==> config.mk <==
export PLATFORM = sky130hd
export DESIGN_NAME = sfr_bank_decoder
export DESIGN_NICKNAME = d
export VERILOG_FILES = /design/src/rtl/sfrdec_pkg.sv /design/src/rtl/sfrdec_window.sv /design/src/rtl/sfrdec_map.sv /design/src/rtl/sfrdec_lanes.sv /design/src/rtl/sfr_bank_decoder.sv
export SDC_FILE = /design/constraint.sdc
export NUM_CORES = 1
export LEC_CHECK = 0
export BUFFER_PORTS_ARGS = -buffer_cell sky130_fd_sc_hd__buf_4
export CAP_MARGIN = 20
export CORE_MARGIN = 5
export CORE_UTILIZATION = 38
export DETAILED_ROUTE_END_ITERATION = 10
export PLACE_DENSITY = 0.8
export SETUP_SLACK_MARGIN = 0.02
export SLEW_MARGIN = 20
export SYNTH_ARGS = -nofsm -noshare
export SYNTH_HDL_FRONTEND = slang
export SYNTH_SLANG_ARGS = --single-unit
==> constraint.sdc <==
create_clock -name clk -period 3.2 [get_ports clk]
set_input_delay 0.96 -clock clk [delete_from_list [all_inputs] [get_ports clk]]
set_output_delay 0.96 -clock clk [all_outputs]
set_load 0.05 [all_outputs]
==> src/rtl/sfrdec_pkg.sv <==
package sfrdec_pkg;

   typedef enum logic [2:0] {
      AM_LONG  = 3'd0,
      AM_INDIR = 3'd1,
      AM_SREG  = 3'd2,
      AM_SGPR  = 3'd3,
      AM_BIT   = 3'd4
   } amode_e;

   typedef enum logic [1:0] {
      AR_OTHER = 2'd0,
      AR_STD   = 2'd1,
      AR_EXT   = 2'd2,
      AR_GPR   = 2'd3
   } area_e;

   function automatic logic is_sfr_area(area_e a);
      return (a == AR_STD) || (a == AR_EXT);
   endfunction

endpackage

==> src/rtl/sfrdec_window.sv <==
// Counted extend window: loaded by a retired extend command and
// decremented by every other retired instruction.
module sfrdec_window #(
   parameter int MAX_EXT = 4,
   localparam int CNT_W = $clog2(MAX_EXT + 1)
) (
   input  logic             clk,
   input  logic             rst_n,
   input  logic             retire_i,
   input  logic             ext_cmd_i,
   input  logic [CNT_W-1:0] ext_cnt_i,
   output logic             active_o
);

   localparam logic [CNT_W-1:0] CNT_MAX = CNT_W'(MAX_EXT);

   logic [CNT_W-1:0] remain_q;
   logic [CNT_W-1:0] load_val;

   // Out-of-range counts are clamped so that the window can never outlive MAX_EXT.
   always_comb begin
      load_val = ext_cnt_i;
      if (ext_cnt_i > CNT_MAX) begin
         load_val = CNT_MAX;
      end
   end

   always_ff @(posedge clk or negedge rst_n) begin
      if (!rst_n) begin
         remain_q <= '0;
      end else if (retire_i) begin
         if (ext_cmd_i) begin
            remain_q <= load_val;
         end else if (remain_q != '0) begin
            remain_q <= remain_q - 1'b1;
         end
      end
   end

   assign active_o = (remain_q != '0);

endmodule

==> src/rtl/sfrdec_map.sv <==
// Address translation: long/indirect pass-through, short register and
// bit addresses relative to the selected area base, GPR window.
module sfrdec_map
   import sfrdec_pkg::*;
#(
   parameter int ADDR_W     = 24,
   parameter int LONG_W     = 16,
   parameter int SHORT_W    = 8,
   parameter int WORD_W     = 16,
   parameter int GPR_N      = 16,
   parameter int AREA_BYTES = 512,
   parameter int STD_BASE   = 'hFE00,
   parameter int EXT_BASE   = 'hF000,
   parameter bit GPR_SHADOW = 1'b1,
   localparam int GIDX_W    = $clog2(GPR_N),
   localparam int POS_W     = $clog2(WORD_W)
) (
   input  amode_e              mode_i,
   input  logic [LONG_W-1:0]   addr_i,
   input  logic                use_ext_i,
   output logic [ADDR_W-1:0]   phys_o,
   output area_e               area_o,
   output logic [GIDX_W-1:0]   gpr_idx_o,
   output logic                bit_ok_o,
   output logic [WORD_W-1:0]   mask_o
);

   localparam logic [ADDR_W-1:0]  STD_B     = ADDR_W'(STD_BASE);
   localparam logic [ADDR_W-1:0]  EXT_B     = ADDR_W'(EXT_BASE);
   localparam logic [ADDR_W-1:0]  STD_END   = ADDR_W'(STD_BASE + AREA_BYTES);
   localparam logic [ADDR_W-1:0]  EXT_END   = ADDR_W'(EXT_BASE + AREA_BYTES);
   localparam logic [ADDR_W-1:0]  HALF_OFF  = ADDR_W'(AREA_BYTES / 2);
   localparam logic [SHORT_W-1:0] GPR_FIRST = SHORT_W'((1 << SHORT_W) - GPR_N);

   logic [SHORT_W-1:0] off;
   logic [POS_W-1:0]   pos;
   logic [ADDR_W-1:0]  long_addr;
   logic [ADDR_W-1:0]  base;
   logic [ADDR_W-1:0]  short_phys;
   area_e              short_area;
   logic               off_in_gpr;
   logic               sreg_gpr;
   logic               in_std;
   logic               in_ext;

   assign off        = addr_i[SHORT_W-1:0];
   assign pos        = addr_i[SHORT_W +: POS_W];
   assign long_addr  = ADDR_W'(addr_i);
   assign base       = use_ext_i ? EXT_B : STD_B;
   assign short_area = use_ext_i ? AR_EXT : AR_STD;
   assign short_phys = base + ADDR_W'({off, 1'b0});
   assign off_in_gpr = (off >= GPR_FIRST);
   assign in_std     = (long_addr >= STD_B) && (long_addr < STD_END);
   assign in_ext     = (long_addr >= EXT_B) && (long_addr < EXT_END);

   // Variant: the GPR window may or may not shadow the top short offsets.
   generate
      if (GPR_SHADOW) begin : g_shadow
         assign sreg_gpr = off_in_gpr;
      end else begin : g_no_shadow
         assign sreg_gpr = 1'b0;
      end
   endgenerate

   always_comb begin
      phys_o    = '0;
      area_o    = AR_OTHER;
      gpr_idx_o = '0;
      bit_ok_o  = 1'b0;
      unique case (mode_i)
         AM_SREG: begin
            if (sreg_gpr) begin
               area_o    = AR_GPR;
               gpr_idx_o = off[GIDX_W-1:0];
               bit_ok_o  = 1'b1;
            end else begin
               area_o    = short_area;
               phys_o    = short_phys;
               bit_ok_o  = off[SHORT_W-1];
            end
         end
         AM_SGPR: begin
            area_o    = AR_GPR;
            gpr_idx_o = addr_i[GIDX_W-1:0];
            bit_ok_o  = 1'b1;
         end
         AM_BIT: begin
            if (off_in_gpr) begin
               area_o    = AR_GPR;
               gpr_idx_o = off[GIDX_W-1:0];
               bit_ok_o  = 1'b1;
            end else if (off[SHORT_W-1]) begin
               area_o    = short_area;
               phys_o    = short_phys;
               bit_ok_o  = 1'b1;
            end
         end
         default: begin
            phys_o = long_addr;
            if (in_std) begin
               area_o   = AR_STD;
               bit_ok_o = (long_addr - STD_B) >= HALF_OFF;
            end else if (in_ext) begin
               area_o   = AR_EXT;
               bit_ok_o = (long_addr - EXT_B) >= HALF_OFF;
            end
         end
      endcase
   end

   // One decoder cell per bit of the word.
   generate
      for (genvar b = 0; b < WORD_W; b++) begin : g_mask
         assign mask_o[b] = (mode_i == AM_BIT) && (pos == POS_W'(b));
      end
   endgenerate

endmodule

==> src/rtl/sfrdec_lanes.sv <==
// Byte-lane enables and the clear-complementary-byte strobe.
module sfrdec_lanes
   import sfrdec_pkg::*;
(
   input  amode_e       mode_i,
   input  logic         addr_lsb_i,
   input  area_e        area_i,
   input  logic         wr_i,
   input  logic         byte_i,
   output logic [1:0]   be_o,
   output logic         clr_o
);

   always_comb begin
      be_o = 2'b00;
      if (wr_i) begin
         if (!byte_i || mode_i == AM_BIT) begin
            be_o = 2'b11;
         end else if (mode_i == AM_SREG || mode_i == AM_SGPR) begin
            be_o = 2'b01;
         end else begin
            be_o = addr_lsb_i ? 2'b10 : 2'b01;
         end
      end
   end

   assign clr_o = (be_o == 2'b01 || be_o == 2'b10) && is_sfr_area(area_i);

endmodule

==> src/rtl/sfr_bank_decoder.sv <==
module sfr_bank_decoder
   import sfrdec_pkg::*;
#(
   parameter int ADDR_W     = 24,
   parameter int LONG_W     = 16,
   parameter int SHORT_W    = 8,
   parameter int WORD_W     = 16,
   parameter int GPR_N      = 16,
   parameter int AREA_BYTES = 512,
   parameter int STD_BASE   = 'hFE00,
   parameter int EXT_BASE   = 'hF000,
   parameter int MAX_EXT    = 4,
   parameter bit GPR_SHADOW = 1'b1,
   localparam int CNT_W     = $clog2(MAX_EXT + 1),
   localparam int GIDX_W    = $clog2(GPR_N)
) (
   input  logic              clk,
   input  logic              rst_n,
   input  logic              retire_i,
   input  logic              ext_cmd_i,
   input  logic [CNT_W-1:0]  ext_cnt_i,
   input  logic [2:0]        mode_i,
   input  logic [LONG_W-1:0] addr_i,
   input  logic              wr_i,
   input  logic              byte_i,
   output logic [ADDR_W-1:0] phys_addr_o,
   output logic [1:0]        area_o,
   output logic [GIDX_W-1:0] gpr_idx_o,
   output logic [1:0]        byte_en_o,
   output logic              clr_other_o,
   output logic              bit_ok_o,
   output logic [WORD_W-1:0] bit_mask_o,
   output logic              ext_active_o
);

   // Elaboration-time parameter checks.
   generate
      if (AREA_BYTES != (2 << SHORT_W)) begin : g_bad_area
         $error("AREA_BYTES must equal two bytes per short offset");
      end
      if (WORD_W != 16) begin : g_bad_word
         $error("lane logic assumes a 16-bit word");
      end
      if ((GPR_N & (GPR_N - 1)) != 0 || GPR_N > (1 << (SHORT_W - 1))) begin : g_bad_gpr
         $error("GPR_N must be a power of two inside the upper short half");
      end
      if (MAX_EXT < 1) begin : g_bad_ext
         $error("MAX_EXT must be at least 1");
      end
      if ((STD_BASE % AREA_BYTES) != 0 || (EXT_BASE % AREA_BYTES) != 0) begin : g_bad_base
         $error("area bases must be aligned to the area size");
      end
      if (LONG_W + SHORT_W > ADDR_W + SHORT_W || LONG_W < SHORT_W + $clog2(WORD_W)) begin : g_bad_long
         $error("address widths are inconsistent");
      end
   endgenerate

   amode_e mode;
   area_e  area;
   logic   win_open;

   assign mode = amode_e'(mode_i);

   sfrdec_window #(
      .MAX_EXT (MAX_EXT)
   ) u_window (
      .clk       (clk),
      .rst_n     (rst_n),
      .retire_i  (retire_i),
      .ext_cmd_i (ext_cmd_i),
      .ext_cnt_i (ext_cnt_i),
      .active_o  (win_open)
   );

   sfrdec_map #(
      .ADDR_W     (ADDR_W),
      .LONG_W     (LONG_W),
      .SHORT_W    (SHORT_W),
      .WORD_W     (WORD_W),
      .GPR_N      (GPR_N),
      .AREA_BYTES (AREA_BYTES),
      .STD_BASE   (STD_BASE),
      .EXT_BASE   (EXT_BASE),
      .GPR_SHADOW (GPR_SHADOW)
   ) u_map (
      .mode_i    (mode),
      .addr_i    (addr_i),
      .use_ext_i (win_open),
      .phys_o    (phys_addr_o),
      .area_o    (area),
      .gpr_idx_o (gpr_idx_o),
      .bit_ok_o  (bit_ok_o),
      .mask_o    (bit_mask_o)
   );

   sfrdec_lanes u_lanes (
      .mode_i     (mode),
      .addr_lsb_i (addr_i[0]),
      .area_i     (area),
      .wr_i       (wr_i),
      .byte_i     (byte_i),
      .be_o       (byte_en_o),
      .clr_o      (clr_other_o)
   );

   assign area_o       = area;
   assign ext_active_o = win_open;

endmodule

==> results.json <==
{
  "p_seq_share_pct": 11.2,
  "synth_edf_count": 0,
  "drt_iter0_markers": 62,
  "cp.arrival_ns": 2.18,
  "grt_pass1_vias": 1207,
  "fin_crit_sh_pct": 98.07,
  "ys_top_cells_by_count": "nor2_1 (19), a22o_1 (11), buf_4 (9), nand2_1 (9)",
  "dp_hpwl_um": 2959,
  "nNetsFinal": 247,
  "synth_area_leader_cell": "a22o_1",
  "drc_errors": 0,
  "grt_setup_unrepaired": "true",
  "syn_to_final_growth_pct": 76.94,
  "power_leakage_nw": 0.7831,
  "synth_cell_types": 41,
  "port_buffers": 70,
  "clkPwrFrac_pct": 14.0,
  "period_needed_ns": 3.138,
  "synth.most_common_cell": "nor2_1",
  "cts_root_buffer": "clkbuf_4",
  "pre_cts_ws_ns": -0.04282,
  "antenna_found_initial": 0,
  "track_usage_pct": 19.10,
  "grt.overflow.total": 0,
  "max_freq_mhz": 318.7,
  "ys_warn_count": 0,
  "r2r_cells": 6,
  "postCtsHoldBufs": 0,
  "numCtsBuffers": 3,
  "io_pins": 79,
  "synth_ff_type": "dfrtp_1",
  "die_x_um": 59.13,
  "grt_max_degree": 15,
  "peakVddDrop_mv": 0.3312,
  "die-area_sq_um": 3496,
  "first_pass_iters": 4,
  "antennaDiodeCount": 0,
  "wire_per_inst_um": 14.53,
  "grt_pass1_wl_um": 5299,
  "crit_type": "primary input to primary output",
  "start_util_pct": 40.68,
  "clkLatencyLatePin_ns": 0.25,
  "rr_startpoint": "u_window.remain_q[0]",
  "top_regs": "u_window.remain_q: 3 flops",
  "r2r_slack_ns": 1.56,
  "synth.area.top_cells": "a22o_1 (11%), dfrtp_1 (8.2%), nor2_1 (7.8%), buf_4 (7.4%), ha_1 (4.1%)",
  "ys_seq_area_share_pct": 8.186,
  "vias_per_cell": 5.284,
  "fp.dieH_um": 59.13,
  "ys_ff_latch": 3,
  "synth_top_area_share_pct": 10.50,
  "power_frac_comb_pct": 74.7,
  "drive_gt1_share_pct": 51.63,
  "hold_viol": 0,
  "p_int_w": 0.0002306,
  "htree_levels": 1,
  "hold_path.class": "primary input to asynchronous set/reset pin",
  "async_flop_share_pct": 100.0,
  "max_cap_violations": 0,
  "totalNegativeSetupSlack_ns": 0,
  "clk_path_buf_depth": 2,
  "p_total_w": 0.0005115,
  "syn-cell-area_sq_um": 917.1,
  "cp_max_fo": 2,
  "finalSetupViolCount": 0,
  "rr_endpoint": "u_window.remain_q[1]",
  "setup_ws_ns": 0.06184,
  "p_per_area_nw_per_um2": 315.2,
  "status": "completed",
  "coreArea_sq_um": 2255,
  "endpoint_kind": "primary output",
  "slew_violations": 0,
  "cts_sinks": 3,
  "syn_inst": 138,
  "p_sw_w": 0.0002809,
  "clkTransAtPathRegs_ns": 0.04,
  "routed_wl_um": 3530,
  "largest_reg_flops": 3,
  "worst_ep_required_time_ns": 2.24,
  "num_vias": 1284,
  "gp_congestion": 0.8519,
  "switching_share_pct": 54.92,
  "finClkSkew_ns": 0.01119,
  "top_register": "u_window.remain_q",
  "std_cell_rows": 17,
  "startpoint_type": "primary input",
  "cts_tree": "built",
  "drtAntennaViolNets": 0,
  "avgSynthCellArea_sq_um": 6.646
}
## critical path, stage by stage
cell	delay [ns]
buf_6	0.09
or3b_1	0.38
a211oi_2	0.25
nor3_2	0.08
o32ai_2	0.22
buf_6	0.19
## power groups by stage
stage,Combinational (W),Clock [W],Sequential [W]
6_report,0.000382,0.0000718,0.0000574
5_1_grt,0.000405,0.0000796,0.0000576
4_1_cts,0.000376,0.0000733,0.0000563
3_5_place_dp,0.000375,0,0.0000566
3_3_place_gp,0.000366,0,0.0000561
2_1_floorplan,0.000258,0,0.0000539
## worst max-delay path by stage
stage               cells after the start        from        to  slack (ns)
floorplan                               4  addr_i[11]  bit_ok_o       -0.18
global placement                        6  addr_i[11]  bit_ok_o       -0.03
detailed placement                      6  addr_i[11]  bit_ok_o       -0.04
CTS                                     6  addr_i[11]  bit_ok_o        0.05
global route                            6  addr_i[11]  bit_ok_o      -0.006
finish                                  6  addr_i[11]  bit_ok_o        0.06
## routing by layer
| layer | vias to the layer above | GRT usage [%] | part of all wire (%) |
|---|---|---|---|
| li1 | 648 | - | - |
| met1 | 567 | 21.26 | 36 |
| met2 | 65 | 35.49 | 52 |
| met3 | 4 | 2.614 | 11 |
| met4 | 0 | 8.414 | 1.1 |
| met5 | - | 0 | 0 |
## what timing repair did
item	CTS	global route
pin swaps	2	0
setup endpoints to repair	1	4
resized for setup	2	7
setup buffers	0	0
## layout make-up
cell class	instances	area, sq um
multi-input combinational	119	817.0
timing repair buffer	83	646.9
fill	185	631.9
sequential	3	75.07
tap	28	35.03
clock buffer	4	26.28
inverter	6	22.52
## cell usage in the layout (no fill, tap or decap), types with 4 or more instances in the layout
master,instances
buf_4,79
nor2_1,19
nand2_1,9
conb_1,8
nor2b_1,6
a22o_2,6
and2_1,5
nand2b_1,5
inv_1,5
nor3_2,5
a22o_1,5
nand3b_1,4
nand3_1,4
a21o_1,4
## per-stage QoR
step                area [sq um]  hold slack [ns]  util (%)  cells
finish                      1623           0.4883     71.98    243
global route                1623           0.4815     71.98    243
CTS                         1585           0.4845     70.31    243
detailed placement          1550           0.5164     68.76    239
global placement            1550           0.5112     68.76    239
floorplan                  982.2           0.4658         -    145
## cells by family (layout without fill, tap and decap cells)
kind of cell | Yosys count | count (layout) | synth area share (%)
compound gates | 45 | 45 | 38.20
simple gates | 63 | 63 | 35.47
buf+inv | 23 | 93 | 13.64
fa+ha+maj | 3 | 3 | 4.093
flops | 3 | 3 | 8.185
other cells | 1 | 8 | 0.4089
No activity file was read; power rests on OpenSTA's default activity.
